File: config.mk
export PLATFORM = sky130hd
export DESIGN_NAME = sys_addr_decoder
export DESIGN_NICKNAME = d
export VERILOG_FILES = /design/src/rtl/adec_pkg.sv /design/src/rtl/adec_cfg_regs.sv /design/src/rtl/adec_classify.sv /design/src/rtl/adec_orphan_timer.sv /design/src/rtl/sys_addr_decoder.sv
export SDC_FILE = /design/constraint.sdc
export NUM_CORES = 1
export LEC_CHECK = 0
export ABC_AREA = 1
export BUFFER_PORTS_ARGS = -buffer_cell sky130_fd_sc_hd__buf_2
export CORE_ASPECT_RATIO = 0.6
export CORE_MARGIN = 2
export CORE_UTILIZATION = 51
export CTS_CLUSTER_DIAMETER = 100
export DETAILED_ROUTE_END_ITERATION = 7
export GPL_TIMING_DRIVEN = 0
export PLACE_DENSITY = 0.86
export SLEW_MARGIN = 20
export SYNTH_ARGS = -nofsm -noshare
export SYNTH_HDL_FRONTEND = slang
export SYNTH_SLANG_ARGS = --single-unit
File: constraint.sdc
create_clock -name clk -period 2.25 [get_ports clk]
set_input_delay 0.45 -clock clk [delete_from_list [all_inputs] [get_ports clk]]
set_output_delay 0.45 -clock clk [all_outputs]
set_load 0.1 [all_outputs]
File: src/rtl/adec_pkg.sv
package adec_pkg;

   typedef enum logic [1:0] {
      RK_MEM  = 2'd0,
      RK_PCI  = 2'd1,
      RK_UNCL = 2'd2,
      RK_DENY = 2'd3
   } route_kind_e;

   // legacy window span in MB from its two-bit size code
   function automatic logic [4:0] legacy_span_mb(input logic [1:0] code);
      return 5'd1 << code;
   endfunction

endpackage

File: src/rtl/adec_cfg_regs.sv
module adec_cfg_regs #(
   parameter int PW      = 16,
   parameter int NUM_PCI = 4,
   parameter int TMR_W   = 16
) (
   input  logic                  clk,
   input  logic                  rst_n,
   input  logic                  cfg_load,
   input  logic [PW-1:0]         in_tom,
   input  logic                  in_lgap_en,
   input  logic [PW-1:0]         in_lgap_base,
   input  logic [PW-1:0]         in_lgap_top,
   input  logic                  in_hgap_en,
   input  logic [PW-1:0]         in_hgap_base,
   input  logic [PW-1:0]         in_hgap_top,
   input  logic                  in_isa_en,
   input  logic [3:0]            in_isa_start,
   input  logic [1:0]            in_isa_size,
   input  logic [PW-1:0]         in_pci_base,
   input  logic [NUM_PCI*PW-1:0] in_pci_tops,
   input  logic                  in_sm_en,
   input  logic                  in_sm_open,
   input  logic [PW-1:0]         in_sm_base,
   input  logic [PW-1:0]         in_sm_top,
   input  logic [TMR_W-1:0]      in_timeout,
   output logic [PW-1:0]         tom_q,
   output logic                  lgap_en_q,
   output logic [PW-1:0]         lgap_base_q,
   output logic [PW-1:0]         lgap_top_q,
   output logic                  hgap_en_q,
   output logic [PW-1:0]         hgap_base_q,
   output logic [PW-1:0]         hgap_top_q,
   output logic                  isa_en_q,
   output logic [3:0]            isa_start_q,
   output logic [1:0]            isa_size_q,
   output logic [PW-1:0]         pci_base_q,
   output logic [NUM_PCI*PW-1:0] pci_tops_q,
   output logic                  sm_en_q,
   output logic                  sm_open_q,
   output logic [PW-1:0]         sm_base_q,
   output logic [PW-1:0]         sm_top_q,
   output logic [TMR_W-1:0]      timeout_q
);

   always_ff @(posedge clk or negedge rst_n) begin
      if (!rst_n) begin
         tom_q       <= '1;
         lgap_en_q   <= 1'b0;
         lgap_base_q <= '0;
         lgap_top_q  <= '0;
         hgap_en_q   <= 1'b0;
         hgap_base_q <= '0;
         hgap_top_q  <= '0;
         isa_en_q    <= 1'b0;
         isa_start_q <= '0;
         isa_size_q  <= '0;
         pci_base_q  <= '0;
         pci_tops_q  <= '0;
         sm_en_q     <= 1'b0;
         sm_open_q   <= 1'b0;
         sm_base_q   <= '0;
         sm_top_q    <= '0;
         timeout_q   <= '0;
      end else if (cfg_load) begin
         tom_q       <= in_tom;
         lgap_en_q   <= in_lgap_en;
         lgap_base_q <= in_lgap_base;
         lgap_top_q  <= in_lgap_top;
         hgap_en_q   <= in_hgap_en;
         hgap_base_q <= in_hgap_base;
         hgap_top_q  <= in_hgap_top;
         isa_en_q    <= in_isa_en;
         isa_start_q <= in_isa_start;
         isa_size_q  <= in_isa_size;
         pci_base_q  <= in_pci_base;
         pci_tops_q  <= in_pci_tops;
         sm_en_q     <= in_sm_en;
         sm_open_q   <= in_sm_open;
         sm_base_q   <= in_sm_base;
         sm_top_q    <= in_sm_top;
         timeout_q   <= in_timeout;
      end
   end

   // configuration moves only on a load
   a_r9_cfg_held: assert property (@(posedge clk) disable iff (!rst_n)
      !cfg_load |=> ($stable(tom_q) && $stable(lgap_en_q) && $stable(hgap_en_q)
                     && $stable(sm_open_q) && $stable(timeout_q)));

endmodule

File: src/rtl/adec_classify.sv
module adec_classify
   import adec_pkg::*;
#(
   parameter int PW      = 16,
   parameter int NUM_PCI = 4,
   parameter int BUS_W   = 2
) (
   input  logic [PW-1:0]         page,
   input  logic                  priv,
   input  logic [PW-1:0]         tom,
   input  logic                  lgap_en,
   input  logic [PW-1:0]         lgap_base,
   input  logic [PW-1:0]         lgap_top,
   input  logic                  hgap_en,
   input  logic [PW-1:0]         hgap_base,
   input  logic [PW-1:0]         hgap_top,
   input  logic                  isa_en,
   input  logic [3:0]            isa_start,
   input  logic [1:0]            isa_size,
   input  logic [PW-1:0]         pci_base,
   input  logic [NUM_PCI*PW-1:0] pci_tops,
   input  logic                  sm_en,
   input  logic                  sm_open,
   input  logic [PW-1:0]         sm_base,
   input  logic [PW-1:0]         sm_top,
   output route_kind_e           kind,
   output logic [BUS_W-1:0]      bus
);

   logic [PW-1:0]      isa_lo, isa_hi;
   logic               isa_hit, sm_hit, below_tom, lgap_hit, hgap_hit;
   logic [NUM_PCI-1:0] pci_hit;
   logic               pci_any;
   logic [BUS_W-1:0]   pci_idx;

   assign isa_lo    = PW'(isa_start);
   assign isa_hi    = isa_lo + PW'(legacy_span_mb(isa_size));
   assign isa_hit   = isa_en && (page >= isa_lo) && (page < isa_hi);
   assign sm_hit    = sm_en && (page >= sm_base) && (page < sm_top);
   assign below_tom = page < tom;
   assign lgap_hit  = lgap_en && (page >= lgap_base) && (page < lgap_top);
   assign hgap_hit  = hgap_en && (page >= hgap_base) && (page < hgap_top);

   // one comparator pair per PCI range, each range starting where the last ends
   for (genvar k = 0; k < NUM_PCI; k++) begin : g_rng
      logic [PW-1:0] lo;
      logic [PW-1:0] hi;
      if (k == 0) begin : g_first
         assign lo = pci_base;
      end else begin : g_next
         assign lo = pci_tops[(k-1)*PW +: PW];
      end
      assign hi         = pci_tops[k*PW +: PW];
      assign pci_hit[k] = (page >= lo) && (page < hi);
   end

   always_comb begin
      pci_any = 1'b0;
      pci_idx = '0;
      for (int k = NUM_PCI - 1; k >= 0; k--) begin
         if (pci_hit[k]) begin
            pci_any = 1'b1;
            pci_idx = BUS_W'(k);
         end
      end
   end

   // fixed priority: protected window, ceiling, legacy, PCI, holes, memory
   always_comb begin
      kind = RK_MEM;
      bus  = '0;
      if (sm_hit && !(sm_open && priv)) begin
         kind = RK_DENY;
      end else if (!below_tom) begin
         kind = RK_UNCL;
      end else if (sm_hit) begin
         kind = RK_MEM;
      end else if (isa_hit) begin
         kind = RK_PCI;
      end else if (pci_any) begin
         kind = RK_PCI;
         bus  = pci_idx;
      end else if (lgap_hit || hgap_hit) begin
         kind = RK_UNCL;
      end
   end

endmodule

File: src/rtl/adec_orphan_timer.sv
module adec_orphan_timer #(
   parameter int TMR_W = 16
) (
   input  logic             clk,
   input  logic             rst_n,
   input  logic             start,
   input  logic [TMR_W-1:0] limit,
   input  logic             ext_claim,
   output logic             term_pulse
);

   logic             busy;
   logic [TMR_W-1:0] cnt;

   always_ff @(posedge clk or negedge rst_n) begin
      if (!rst_n) begin
         busy       <= 1'b0;
         cnt        <= '0;
         term_pulse <= 1'b0;
      end else begin
         term_pulse <= 1'b0;
         if (start) begin
            busy <= 1'b1;
            cnt  <= (limit == '0) ? TMR_W'(1) : limit;
         end else if (busy) begin
            if (ext_claim) begin
               busy <= 1'b0;
            end else if (cnt == TMR_W'(1)) begin
               busy       <= 1'b0;
               term_pulse <= 1'b1;
            end else begin
               cnt <= cnt - 1'b1;
            end
         end
      end
   end

   // pulse lasts one cycle
   a_r10_single_pulse: assert property (@(posedge clk) disable iff (!rst_n)
      term_pulse |=> !term_pulse);

   // a claim stops the countdown without a pulse
   a_r11_claim_cancels: assert property (@(posedge clk) disable iff (!rst_n)
      (busy && ext_claim && !start) |=> (!busy && !term_pulse));

   // a restart always leaves the timer counting
   a_r12_restart_busy: assert property (@(posedge clk) disable iff (!rst_n)
      start |=> (busy && !term_pulse));

endmodule

File: src/rtl/sys_addr_decoder.sv
module sys_addr_decoder
   import adec_pkg::*;
#(
   parameter int ADDR_W   = 36,
   parameter int PAGE_LSB = 20,
   parameter int NUM_PCI  = 4,
   parameter int TMR_W    = 16,
   localparam int PW      = ADDR_W - PAGE_LSB,
   localparam int BUS_W   = (NUM_PCI > 1) ? $clog2(NUM_PCI) : 1
) (
   input  logic                  clk,
   input  logic                  rst_n,
   input  logic                  req_valid,
   input  logic [ADDR_W-1:0]     req_addr,
   input  logic                  req_priv,
   input  logic                  cfg_load,
   input  logic [PW-1:0]         cfg_tom,
   input  logic                  cfg_lgap_en,
   input  logic [PW-1:0]         cfg_lgap_base,
   input  logic [PW-1:0]         cfg_lgap_top,
   input  logic                  cfg_hgap_en,
   input  logic [PW-1:0]         cfg_hgap_base,
   input  logic [PW-1:0]         cfg_hgap_top,
   input  logic                  cfg_isa_en,
   input  logic [3:0]            cfg_isa_start,
   input  logic [1:0]            cfg_isa_size,
   input  logic [PW-1:0]         cfg_pci_base,
   input  logic [NUM_PCI*PW-1:0] cfg_pci_tops,
   input  logic                  cfg_smram_en,
   input  logic                  cfg_smram_open,
   input  logic [PW-1:0]         cfg_smram_base,
   input  logic [PW-1:0]         cfg_smram_top,
   input  logic [TMR_W-1:0]      cfg_timeout,
   input  logic                  ext_claim,
   output logic                  dec_valid,
   output logic [1:0]            dec_kind,
   output logic [BUS_W-1:0]      dec_bus,
   output logic                  term_pulse
);

   if (PW < 5) begin : g_bad_width
      $error("address must keep at least 5 page bits above PAGE_LSB");
   end
   if (NUM_PCI < 1 || NUM_PCI > 16) begin : g_bad_pci
      $error("NUM_PCI must be 1..16");
   end
   if (TMR_W < 2) begin : g_bad_tmr
      $error("TMR_W must be at least 2");
   end

   logic [PW-1:0]         tom_q, lgap_base_q, lgap_top_q, hgap_base_q, hgap_top_q;
   logic [PW-1:0]         pci_base_q, sm_base_q, sm_top_q;
   logic [NUM_PCI*PW-1:0] pci_tops_q;
   logic                  lgap_en_q, hgap_en_q, isa_en_q, sm_en_q, sm_open_q;
   logic [3:0]            isa_start_q;
   logic [1:0]            isa_size_q;
   logic [TMR_W-1:0]      timeout_q;
   logic [PW-1:0]         page;
   route_kind_e           nxt_kind;
   logic [BUS_W-1:0]      nxt_bus;
   logic                  orphan_start;

   assign page = req_addr[ADDR_W-1:PAGE_LSB];

   adec_cfg_regs #(.PW(PW), .NUM_PCI(NUM_PCI), .TMR_W(TMR_W)) u_cfg (
      .clk(clk), .rst_n(rst_n), .cfg_load(cfg_load),
      .in_tom(cfg_tom),
      .in_lgap_en(cfg_lgap_en), .in_lgap_base(cfg_lgap_base), .in_lgap_top(cfg_lgap_top),
      .in_hgap_en(cfg_hgap_en), .in_hgap_base(cfg_hgap_base), .in_hgap_top(cfg_hgap_top),
      .in_isa_en(cfg_isa_en), .in_isa_start(cfg_isa_start), .in_isa_size(cfg_isa_size),
      .in_pci_base(cfg_pci_base), .in_pci_tops(cfg_pci_tops),
      .in_sm_en(cfg_smram_en), .in_sm_open(cfg_smram_open),
      .in_sm_base(cfg_smram_base), .in_sm_top(cfg_smram_top),
      .in_timeout(cfg_timeout),
      .tom_q(tom_q),
      .lgap_en_q(lgap_en_q), .lgap_base_q(lgap_base_q), .lgap_top_q(lgap_top_q),
      .hgap_en_q(hgap_en_q), .hgap_base_q(hgap_base_q), .hgap_top_q(hgap_top_q),
      .isa_en_q(isa_en_q), .isa_start_q(isa_start_q), .isa_size_q(isa_size_q),
      .pci_base_q(pci_base_q), .pci_tops_q(pci_tops_q),
      .sm_en_q(sm_en_q), .sm_open_q(sm_open_q), .sm_base_q(sm_base_q), .sm_top_q(sm_top_q),
      .timeout_q(timeout_q)
   );

   adec_classify #(.PW(PW), .NUM_PCI(NUM_PCI), .BUS_W(BUS_W)) u_cls (
      .page(page), .priv(req_priv), .tom(tom_q),
      .lgap_en(lgap_en_q), .lgap_base(lgap_base_q), .lgap_top(lgap_top_q),
      .hgap_en(hgap_en_q), .hgap_base(hgap_base_q), .hgap_top(hgap_top_q),
      .isa_en(isa_en_q), .isa_start(isa_start_q), .isa_size(isa_size_q),
      .pci_base(pci_base_q), .pci_tops(pci_tops_q),
      .sm_en(sm_en_q), .sm_open(sm_open_q), .sm_base(sm_base_q), .sm_top(sm_top_q),
      .kind(nxt_kind), .bus(nxt_bus)
   );

   always_ff @(posedge clk or negedge rst_n) begin
      if (!rst_n) begin
         dec_valid <= 1'b0;
         dec_kind  <= 2'd0;
         dec_bus   <= '0;
      end else begin
         dec_valid <= req_valid;
         if (req_valid) begin
            dec_kind <= nxt_kind;
            dec_bus  <= nxt_bus;
         end
      end
   end

   assign orphan_start = dec_valid && (dec_kind == RK_UNCL);

   adec_orphan_timer #(.TMR_W(TMR_W)) u_tmr (
      .clk(clk), .rst_n(rst_n), .start(orphan_start), .limit(timeout_q),
      .ext_claim(ext_claim), .term_pulse(term_pulse)
   );

   // one result per request, one cycle later
   a_r2_valid_follows: assert property (@(posedge clk) disable iff (!rst_n)
      req_valid |=> dec_valid);
   a_r2_no_spurious: assert property (@(posedge clk) disable iff (!rst_n)
      !req_valid |=> !dec_valid);
   // nothing at or above the ceiling reaches memory or a PCI bus
   a_r3_ceiling: assert property (@(posedge clk) disable iff (!rst_n)
      (req_valid && page >= tom_q) |=> (dec_kind == RK_UNCL || dec_kind == RK_DENY));
   // an enabled hole never yields memory
   a_r4_hole_not_mem: assert property (@(posedge clk) disable iff (!rst_n)
      (req_valid && lgap_en_q && page >= lgap_base_q && page < lgap_top_q)
      |=> (dec_kind != RK_MEM));
   // a denial implies the permission check failed
   a_r8_deny_cause: assert property (@(posedge clk) disable iff (!rst_n)
      (dec_valid && dec_kind == RK_DENY) |-> !($past(req_priv) && $past(sm_open_q)));

endmodule

==> results of run 1 <==
-- cell families after synthesis --
kind of cell,Yosys count,synth area share
compound gates,382,0.139
xor+xnor,4,0.00244
fa+ha+maj,202,0.176
buf+inv,331,0.0881
flops,242,0.423
mux,13,0.0102
simple gates,558,0.161
-- stage by stage --
step	hold slack [ps]	total power, W
2_1_floorplan	154	0.00717
3_3_place_gp	463	0.00815
3_5_place_dp	462	0.00836
4_1_cts	104	0.0128
5_1_grt	99.6	0.0136
6_report	109	0.0129
-- per-layer routing --
metal | track usage | vias up | wire, um | share of wire
met5 | 0 | - | 13 | 0.00029
met1 | 0.439 | 6198 | 19600 | 0.43
met4 | 0.104 | 2 | 1550 | 0.034
met3 | 0.0769 | 114 | 4880 | 0.11
li1 | - | 6212 | - | -
met2 | 0.461 | 660 | 19400 | 0.43
-- worst max-delay path, cell delays in order (launching register included) --
cell and delay, ps:
dfrtp_2 410, inv_2 60, nor2_2 140, ha_4 230, nand2_1 90, nand3_2 100
xnor2_2 150, ha_1 330, a21oi_2 160, o21ai_1 80, nand2_1 90, nand3_2 130
buf_4 180, buf_6 100, nand4_1 90, nand2_1 60
-- power breakdown --
part	internal, W	switching (W)	total (W)
combinational	0.00118	0.00214	0.00331
clock	0.00262	0.00180	0.00442
sequential	0.00487	0.000271	0.00514
-- cell usage after synthesis, types with 2 or more instances --
master	n	area [um2]
dfrtp_1	226	5660
buf_2	9	45.0
o221ai_1	2	17.5
o21ai_1	4	20.0
nand2_1	407	1530
o211ai_1	6	45.0
xnor2_1	2	17.5
nand4_1	15	93.8
dfstp_2	16	420
mux2_2	13	146
nor4_1	5	31.3
o21a_1	6	45.0
nand3_1	43	215
o21bai_1	6	45.0
ha_1	201	2510
o21ai_0	247	1240
a21oi_1	98	490
nor2_2	7	43.8
and2_1	2	12.5
clkbuf_1	41	154
o22ai_1	3	18.8
or2_2	2	12.5
a31oi_1	2	12.5
xor2_1	2	17.5
nor2_1	52	195
inv_1	277	1040
nor3_1	18	90.1
-- path summary, 6_finish.rpt --
check,startpoint,end,slack [ps],cells past startpoint
setup / recovery,u_cfg.isa_size_q[1]$_DFFE_PN0P_,dec_bus[0]$_DFFE_PN0P_,-250,15
hold / removal,req_valid,dec_valid$_DFF_PN0_,110,1
setup reg to reg,u_cfg.isa_size_q[1]$_DFFE_PN0P_,dec_bus[0]$_DFFE_PN0P_,-250,15
hold reg to reg,dec_bus[0]$_DFFE_PN0P_,dec_bus[0]$_DFFE_PN0P_,490,2
max in group asynchronous,rst_n,u_cfg.tom_q[7]$_DFFE_PN1P_,880,3
min in group asynchronous,rst_n,u_cfg.lgap_top_q[11]$_DFFE_PN0P_,490,2
-- what timing repair did --
item | CTS | global route
endpoints found under the setup margin | 4 | 12
pin swaps | 5 | 16
endpoints found under the hold margin | 68 | 0
cloned | 0 | 0
buffers inserted | 2 | 6
hold buffers | 1 | 0
gates resized for setup | 10 | 16
-- cell type report --
class | count | area, um2 | area share
multi-input combinational | 1159 | 7140 | 0.416
timing repair buffer | 255 | 1360 | 0.0792
clock buffer | 34 | 699 | 0.0408
buffer | 50 | 206 | 0.0120
antenna | 5 | 12.5 | 0.000730
sequential | 242 | 6080 | 0.354
clock inverter | 9 | 145 | 0.00846
tap | 367 | 459 | 0.0268
inverter | 280 | 1060 | 0.0616
==> impl_metrics.ini, run 1 <==
[status]
status = finished with violations
violations = negative setup slack

[place]
routabilityCongestion = 0.973
pre_cts_slack_ps = -487
dp.cells = 2346
placed_area_um2 = 16100
place_hpwl_um = 33200
port-buffer-count = 245

[run]
cap_viol_max_count = 0

[sta]
min_period_ps = 2500
rsz0062_at_grt = true
finalCritPeriodShare = 1.11
fin_ws_ps = -246
skew_ps = 13.4
drv_slew = 0
fin_tns_setup_ps = -734
hold_violations = 0
setup_viol = 4
tightest_slew_ps = 796
max_slew_margin = 0.469
fmax_ghz = 0.401

[clock_tree]
cts_tree = yes
cts.sinks = 242
worst_skew_pair.late_latency_ps = 530
clk_path_buf_depth = 3
cts_made_buffers = 25
clk_pin_slew_ps = 60
cts_root_buf = clkbuf_16
h-tree-depth = 1

[floorplan]
dieArea_um2 = 29600
start_util = 0.520
die_h_um = 134
pin_count = 267
core_um2 = 27600
core.rowCount = 47
dieWidth_um = 221

[synthesis]
ys.flop_type = dfrtp_1
synth_cells = 1732
ys.warnings.count = 0
ys_async_sr_fraction = 1.00
ys_types = 47
syn_area_um2 = 14400
synth.avg_cell_area_um2 = 8.30
ys_seq_area_frac = 0.423
synth-seq-cells = 242
synth_nets = 2195
synth_edf_count = 0

[cells_and_area]
final_nets = 2476
fill_cells = 2291
layout_common_cells = nand2_1, inv_1, buf_2, o21ai_0, dfrtp_1
area_growth_pct = 19.4
final_cells = 2401
largest_reg_flops = 64
layout-drive-gt1-share = 0.182
final_common_cell = nand2_1
top_register = u_cfg.pci_tops_q
final_cell_area_um2 = 17200
utilization = 0.621

[worst_setup_path]
critPathArrivalTime_ps = 2910
crit_type = flop to flop
worstSetupStartpointType = flop
crit_required_ps = 2670
cp-end-kind = flop
worstPathMaxFanout = 4

[power_and_ir_drop]
ir_drop_mv = 0.545
power_density_nw_per_um2 = 750
p_leak_nw = 9.09

[global_routing]
grt.overflow.total = 0
grt_pass1_wl_um = 69400
grt_max_degree = 90
antenna_found_initial = 7
grt_use_total = 0.309
first_global_vias = 13000

[drt]
num_vias = 13200
drc = 0
drt_iter0_drc = 1247
drtAntennaViolNets = 0
via_per_inst = 5.49
wire_per_inst_um = 19.0
drt-total-wl_um = 45500
dr.pass1.iters = 6

[min_path]
hold_path.class = primary input to flop
(Power assumes the default switching activity.)
==> run 2, diff against run 1 <==
--- a/config.mk
+++ b/config.mk
@@ -7,7 +7,6 @@
 export LEC_CHECK = 0
 export ABC_AREA = 1
 export BUFFER_PORTS_ARGS = -buffer_cell sky130_fd_sc_hd__buf_2
-export CORE_ASPECT_RATIO = 0.6
 export CORE_MARGIN = 2
 export CORE_UTILIZATION = 51
 export CTS_CLUSTER_DIAMETER = 100
==> run 2 against run 1 <==
Compared with the run above: worst setup slack gained 42 ps; maximum frequency up 1.7%; the run still ends with negative setup slack left; critical path type unchanged; core utilization about the same; non-clock buffer count down 1.
==> impl_metrics.ini, run 2 (synthesis gave the netlist of run 1 again) <==
[status]
status = finished with violations
violations = negative setup slack

[clock_tree]
h-tree-depth = 1
cts_made_buffers = 29
cts_root_buf = clkbuf_16
clk_path_buf_depth = 3
worst_skew_pair.late_latency_ps = 550
cts_tree = yes
cts.sinks = 242
clk_pin_slew_ps = 60

[global_routing]
grt_pass1_wl_um = 65400
grt_util_met1 = 0.362
grtUsageMet3 = 0.0465
grt_max_degree = 102
grt_use_total = 0.285
antenna_found_initial = 5
grt.overflow.total = 0
met2_usage = 0.488
top_usage_layer = met2
first_global_vias = 13100

[floorplan]
die_h_um = 172
pin_count = 267
core.rowCount = 61
core_um2 = 27800
dieWidth_um = 172
start_util = 0.517
dieArea_um2 = 29500

[cells_and_area]
area_growth_pct = 20.1
fill_cells = 2340
layout-drive-gt1-share = 0.185
largest_reg_flops = 64
final-seq-area_um2 = 6080
final_common_cell = nand2_1
final_nets = 2479
top_register = u_cfg.pci_tops_q
final_cells = 2420
layout_common_cells = nand2_1, inv_1, buf_2, o21ai_0, dfrtp_1
multi_input_area_um2 = 7110

[worst_setup_path]
critPathLaunch = u_cfg.isa_size_q[1]$_DFFE_PN0P_
worstPathMaxFanout = 4
timing.rr.start = u_cfg.isa_size_q[1]$_DFFE_PN0P_
crit_required_ps = 2720
crit_type = flop to flop
worstSetupStartpointType = flop
cp-end-kind = flop
critPathArrivalTime_ps = 2920

[place]
port-buffer-count = 245
routabilityCongestion = 0.857
dp.cells = 2357
place_hpwl_um = 30600
pre_cts_slack_ps = -495

[drt]
via_per_inst = 5.48
drc = 0
drt-total-wl_um = 42700
drtAntennaViolNets = 0
num_vias = 13300
dr.pass1.iters = 5
drt_iter0_drc = 1091
wire_per_inst_um = 17.7

[min_path]
min_from = cfg_lgap_top[11]
hold_path.class = primary input to flop

[sta]
min_period_ps = 2450
rsz0062_at_grt = true
fmax_ghz = 0.407
skew_ps = 14.2
setup_viol = 4
drv_slew = 0
max_slew_margin = 0.477
hold_violations = 0
fin_ws_ps = -205
tightest_slew_ps = 784
fin_hold_ws_ps = 111
finalCritPeriodShare = 1.09

[power_and_ir_drop]
p_leak_nw = 9.15
p_total_w = 0.0131
ir_drop_mv = 0.711
power_density_nw_per_um2 = 761

[run]
cap_viol_max_count = 0
[run 2: metrics by stage]
| step | TNS [ps] | util | cell area (um2) |
|---|---|---|---|
| floorplan | 0 | - | 14400 |
| global placement | -837250 | 0.578 | 16100 |
| detailed placement | -9460 | 0.581 | 16100 |
| CTS | -156 | 0.618 | 17200 |
| global route | -991 | 0.621 | 17200 |
| finish | -570 | 0.621 | 17300 |
[run 2: layout make-up]
class                           count  share of cell area
Clock buffer                       40              0.0479
Sequential cell                   242               0.352
Timing Repair Buffer              253              0.0776
Buffer                             51              0.0122
Inverter                          280              0.0612
Antenna cell                        4            0.000580
Tap cell                          378              0.0274
Multi-Input combinational cell   1159               0.412
Clock inverter                     13             0.00885
[run 2: final timing paths]
check	slack (ps)	depth (start not counted)	to
min in group asynchronous	470	2	u_cfg.pci_tops_q[46]$_DFFE_PN0P_
max in group asynchronous	860	3	u_cfg.tom_q[1]$_DFFE_PN1P_
hold / removal	110	3	u_cfg.lgap_top_q[11]$_DFFE_PN0P_
setup reg to reg	-200	16	dec_kind[0]$_DFFE_PN0P_
setup / recovery	-200	16	dec_kind[0]$_DFFE_PN0P_
hold reg to reg	480	2	dec_bus[0]$_DFFE_PN0P_
[run 2: per-layer routing]
metal	vias to the layer above	wire length (um)
met5	-	11
met4	2	1820
met3	121	3470
met2	588	20100
met1	6325	17300
li1	6235	-
[run 2: what timing repair did]
item,4_1_cts,5_1_grt
setup endpoints to repair,3,4
buffers inserted,2,3
hold buffers,1,0
gates resized for setup,7,18
pin swaps,5,16
endpoints found under the hold margin,63,0
[run 2: power by group]
part           internal, W  total, W  switching (W)
clock              0.00291   0.00482        0.00191
sequential         0.00487   0.00514       0.000264
combinational      0.00115   0.00317        0.00201
[run 2: worst max-delay path: stages, from the launching register on]
cell and delay (ps):
dfrtp_2 440, nor2_2 130, ha_2 210, fa_2 220, nand2_1 60, nand2_1 80, a21oi_2 60, ha_2 170
inv_2 40, nand2_2 70, nor4_4 330, nand3_2 160, nand2_2 120, nor2_2 40, nand2_1 50, nand2_1 70
a21oi_2 140
==> run 3, diff against run 2 <==
--- a/config.mk
+++ b/config.mk
@@ -7,13 +7,15 @@
 export LEC_CHECK = 0
 export ABC_AREA = 1
 export BUFFER_PORTS_ARGS = -buffer_cell sky130_fd_sc_hd__buf_2
+export CORE_ASPECT_RATIO = 0.7
 export CORE_MARGIN = 2
-export CORE_UTILIZATION = 51
+export CORE_UTILIZATION = 52
 export CTS_CLUSTER_DIAMETER = 100
 export DETAILED_ROUTE_END_ITERATION = 7
 export GPL_TIMING_DRIVEN = 0
-export PLACE_DENSITY = 0.86
+export PLACE_DENSITY_LB_ADDON = 0.2
 export SLEW_MARGIN = 20
 export SYNTH_ARGS = -nofsm -noshare
 export SYNTH_HDL_FRONTEND = slang
+export SYNTH_HIERARCHICAL = 1
 export SYNTH_SLANG_ARGS = --single-unit
==> run 3 against run 2 <==
Compared with the run above: the flow still finishes with violations (negative setup slack); critical path depth rose by 1; clock-buffer cell count rose by 2; clock power is 13% lower; non-clock buffer count up 3; sequential share of layout area is 1.5 points lower; via count rose by 4.1%; register-to-register slack barely moved; first-iteration DRC count down 0.73%; synthesized area is 6.4% higher; routed wire length up 4.2%; sequential power is 2% higher; combinational power grew 15%; critical path type unchanged; largest power group unchanged.
==> impl_metrics.ini, run 3 <==
[sta]
max_slew_margin = 0.515
drv_slew = 0
setup_viol = 4
hold_violations = 0
finalCritPeriodShare = 1.09
fin_hold_ws_ps = 95.6
tightest_slew_ps = 728
fin_tns_setup_ps = -714
fin_ws_ps = -208
skew_ps = 13.0
fmax_ghz = 0.407
rsz0062_at_grt = true
min_period_ps = 2460

[status]
violations = negative setup slack
status = finished with violations

[power_and_ir_drop]
p_int_w = 0.00856
pwr-share-clk = 0.321
power_density_nw_per_um2 = 724
seqPwrFrac = 0.400
p_leak_nw = 10.5
p_sw_w = 0.00449
ir_drop_mv = 0.493
power_frac_comb = 0.278
switching_share = 0.344

[floorplan]
die_h_um = 147
start_util = 0.529
dieArea_um2 = 30800
dieWidth_um = 209
pin_count = 267
core.rowCount = 52
core_um2 = 28900

[clock_tree]
cts_root_buf = clkbuf_16
cts_tree = yes
cts.sinks = 242
h-tree-depth = 1
clk_pin_slew_ps = 60
clk_path_buf_depth = 3
cts_made_buffers = 26
worst_skew_pair.late_latency_ps = 550

[synthesis]
synth_cells = 2054
ys.warnings.count = 6
synth_nets = 2517
netlist.area_leader.share = 0.370
synth_top_cells_by_count = nand2_1, inv_1, dfrtp_1, ha_1, nor2_1
synth.avg_cell_area_um2 = 7.45
ys_seq_area_frac = 0.397
synth_area_leaders = dfrtp_1, nand2_1, ha_1
ys_types = 39
yosysMostFrequentCell = nand2_1
syn_area_um2 = 15300
synth-seq-cells = 242
ys_async_sr_fraction = 1.00
synth_edf_count = 0
ys.flop_type = dfrtp_1
synth_top_cell_by_area = dfrtp_1

[drt]
via_per_inst = 5.05
drc = 0
dr.pass1.iters = 5
num_vias = 13800
drt_iter0_drc = 1083
drt-total-wl_um = 44500
wire_per_inst_um = 16.3
drtAntennaViolNets = 0

[worst_setup_path]
critPathMostFrequentCell = nand2_1
worstPathMaxFanout = 5
worstSetupStartpointType = flop
crit_required_ps = 2690
worstPathCellList = nor2_2, ha_4, nand3_2, nand3_2, xnor2_2, ha_1, nand2_1, o21ai_1, nand2_1, nand3_2, nand2_1, nor2_1, nand2_1, nand3_2, nand2_2, nand2_2, nand2_1
crit_type = flop to flop
critPathArrivalTime_ps = 2900
cp-end-kind = flop
slowest_stage = dfrtp_2
cpPeakStageDelay_ps = 450

[run]
cap_viol_max_count = 0

[global_routing]
grt_pass1_wl_um = 69300
grt_use_total = 0.288
antenna_found_initial = 1
first_global_vias = 13500
grt.overflow.total = 0
grt_max_degree = 90

[cells_and_area]
top_register = u_cfg/pci_tops_q
largest_reg_flops = 64
final_cells = 2734
layout_common_cells = nand2_1, buf_2, inv_1, dfrtp_1, ha_1
final_nets = 2798
layout-drive-gt1-share = 0.180
final_common_cell = nand2_1
area_growth_pct = 17.9

[min_path]
hold_path.class = primary input to flop

[place]
port-buffer-count = 246
pre_cts_slack_ps = -423
dp.cells = 2680
place_hpwl_um = 31800
routabilityCongestion = 0.876
run 3: worst max-delay path, delay by kind of cell, from the launching register on:
kind	cells	cell delay [ps]
xor gates and xnor gates	1	140
DFF	1	450
AOI/OAI and AO/OA	1	110
and+or+nand+nor	13	1100
adders and majority gates	2	550
run 3: kinds of logic (layout without fill, tap and decap cells):
family                   Yosys count  after routing  synth area share
AND/OR/NAND/NOR                 1144           1144             0.297
buffers and inverters            322            622            0.0875
flip-flops                       242            242             0.397
adder cells (fa/ha/maj)          202            202             0.166
AO/OA/AOI/OAI                    141            141            0.0503
XOR/XNOR                           3              3           0.00172
other                              0              2                 0
run 3: final cells by class:
cell class                 count  area (um2)
antenna                        2        5.00
buffer                        54         333
clock buffer                  42         782
clock inverter                 5        25.0
fill                        2628       10900
inverter                     268        1010
multi-input combinational   1490        8000
sequential                   242        6080
tap                          378         473
timing repair buffer         253        1340
run 3: worst paths after layout:
check / to / from / slack (ps) / depth (start not counted)
worst max register to register: dec_kind[0]$_DFFE_PN0P_ / u_cfg/isa_size_q[0]$_DFFE_PN0P_ / -210 / 17
min in group asynchronous: u_cfg/pci_base_q[11]$_DFFE_PN0P_ / rst_n / 470 / 2
worst min register to register: u_cfg/tom_q[12]$_DFFE_PN1P_ / u_cfg/tom_q[12]$_DFFE_PN1P_ / 460 / 2
worst min-delay path: u_cfg/pci_tops_q[17]$_DFFE_PN0P_ / cfg_pci_tops[17] / 100 / 3
max in group asynchronous: u_cfg/tom_q[7]$_DFFE_PN1P_ / rst_n / 880 / 3
worst max-delay path: dec_kind[0]$_DFFE_PN0P_ / u_cfg/isa_size_q[0]$_DFFE_PN0P_ / -210 / 17
run 3: power by group through the flow:
stage	sequential, W	clock (W)	combinational, W
global route	0.00528	0.00441	0.00413
floorplan	0.00531	0	0.00229
global placement	0.00527	0	0.00335
detailed placement	0.00528	0	0.00350
CTS	0.00521	0.00427	0.00356
finish	0.00522	0.00419	0.00363
run 3: routing by layer:
metal,track usage,vias to the layer above,part of all wire
li1,-,6924,-
met2,0.457,459,0.44
met5,0,-,0
met4,0.0889,0,0.032
met3,0.0478,84,0.068
met1,0.407,6351,0.46
run 3: what timing repair did:
action / 4_1_cts / 5_1_grt
resized for setup: 11 / 16
hold endpoints to repair: 70 / 0
endpoints found under the setup margin: 4 / 4
hold buffers: 1 / 0
pin swaps: 5 / 14
setup buffers: 4 / 0
run 3: metrics by stage:
step | power (W) | utilization | cell area, um2
2_1_floorplan | 0.00760 | - | 15300
3_5_place_dp | 0.00879 | 0.591 | 17100
6_report | 0.0130 | 0.624 | 18000
4_1_cts | 0.0130 | 0.621 | 17900
3_3_place_gp | 0.00862 | 0.589 | 17000
5_1_grt | 0.0138 | 0.624 | 18000
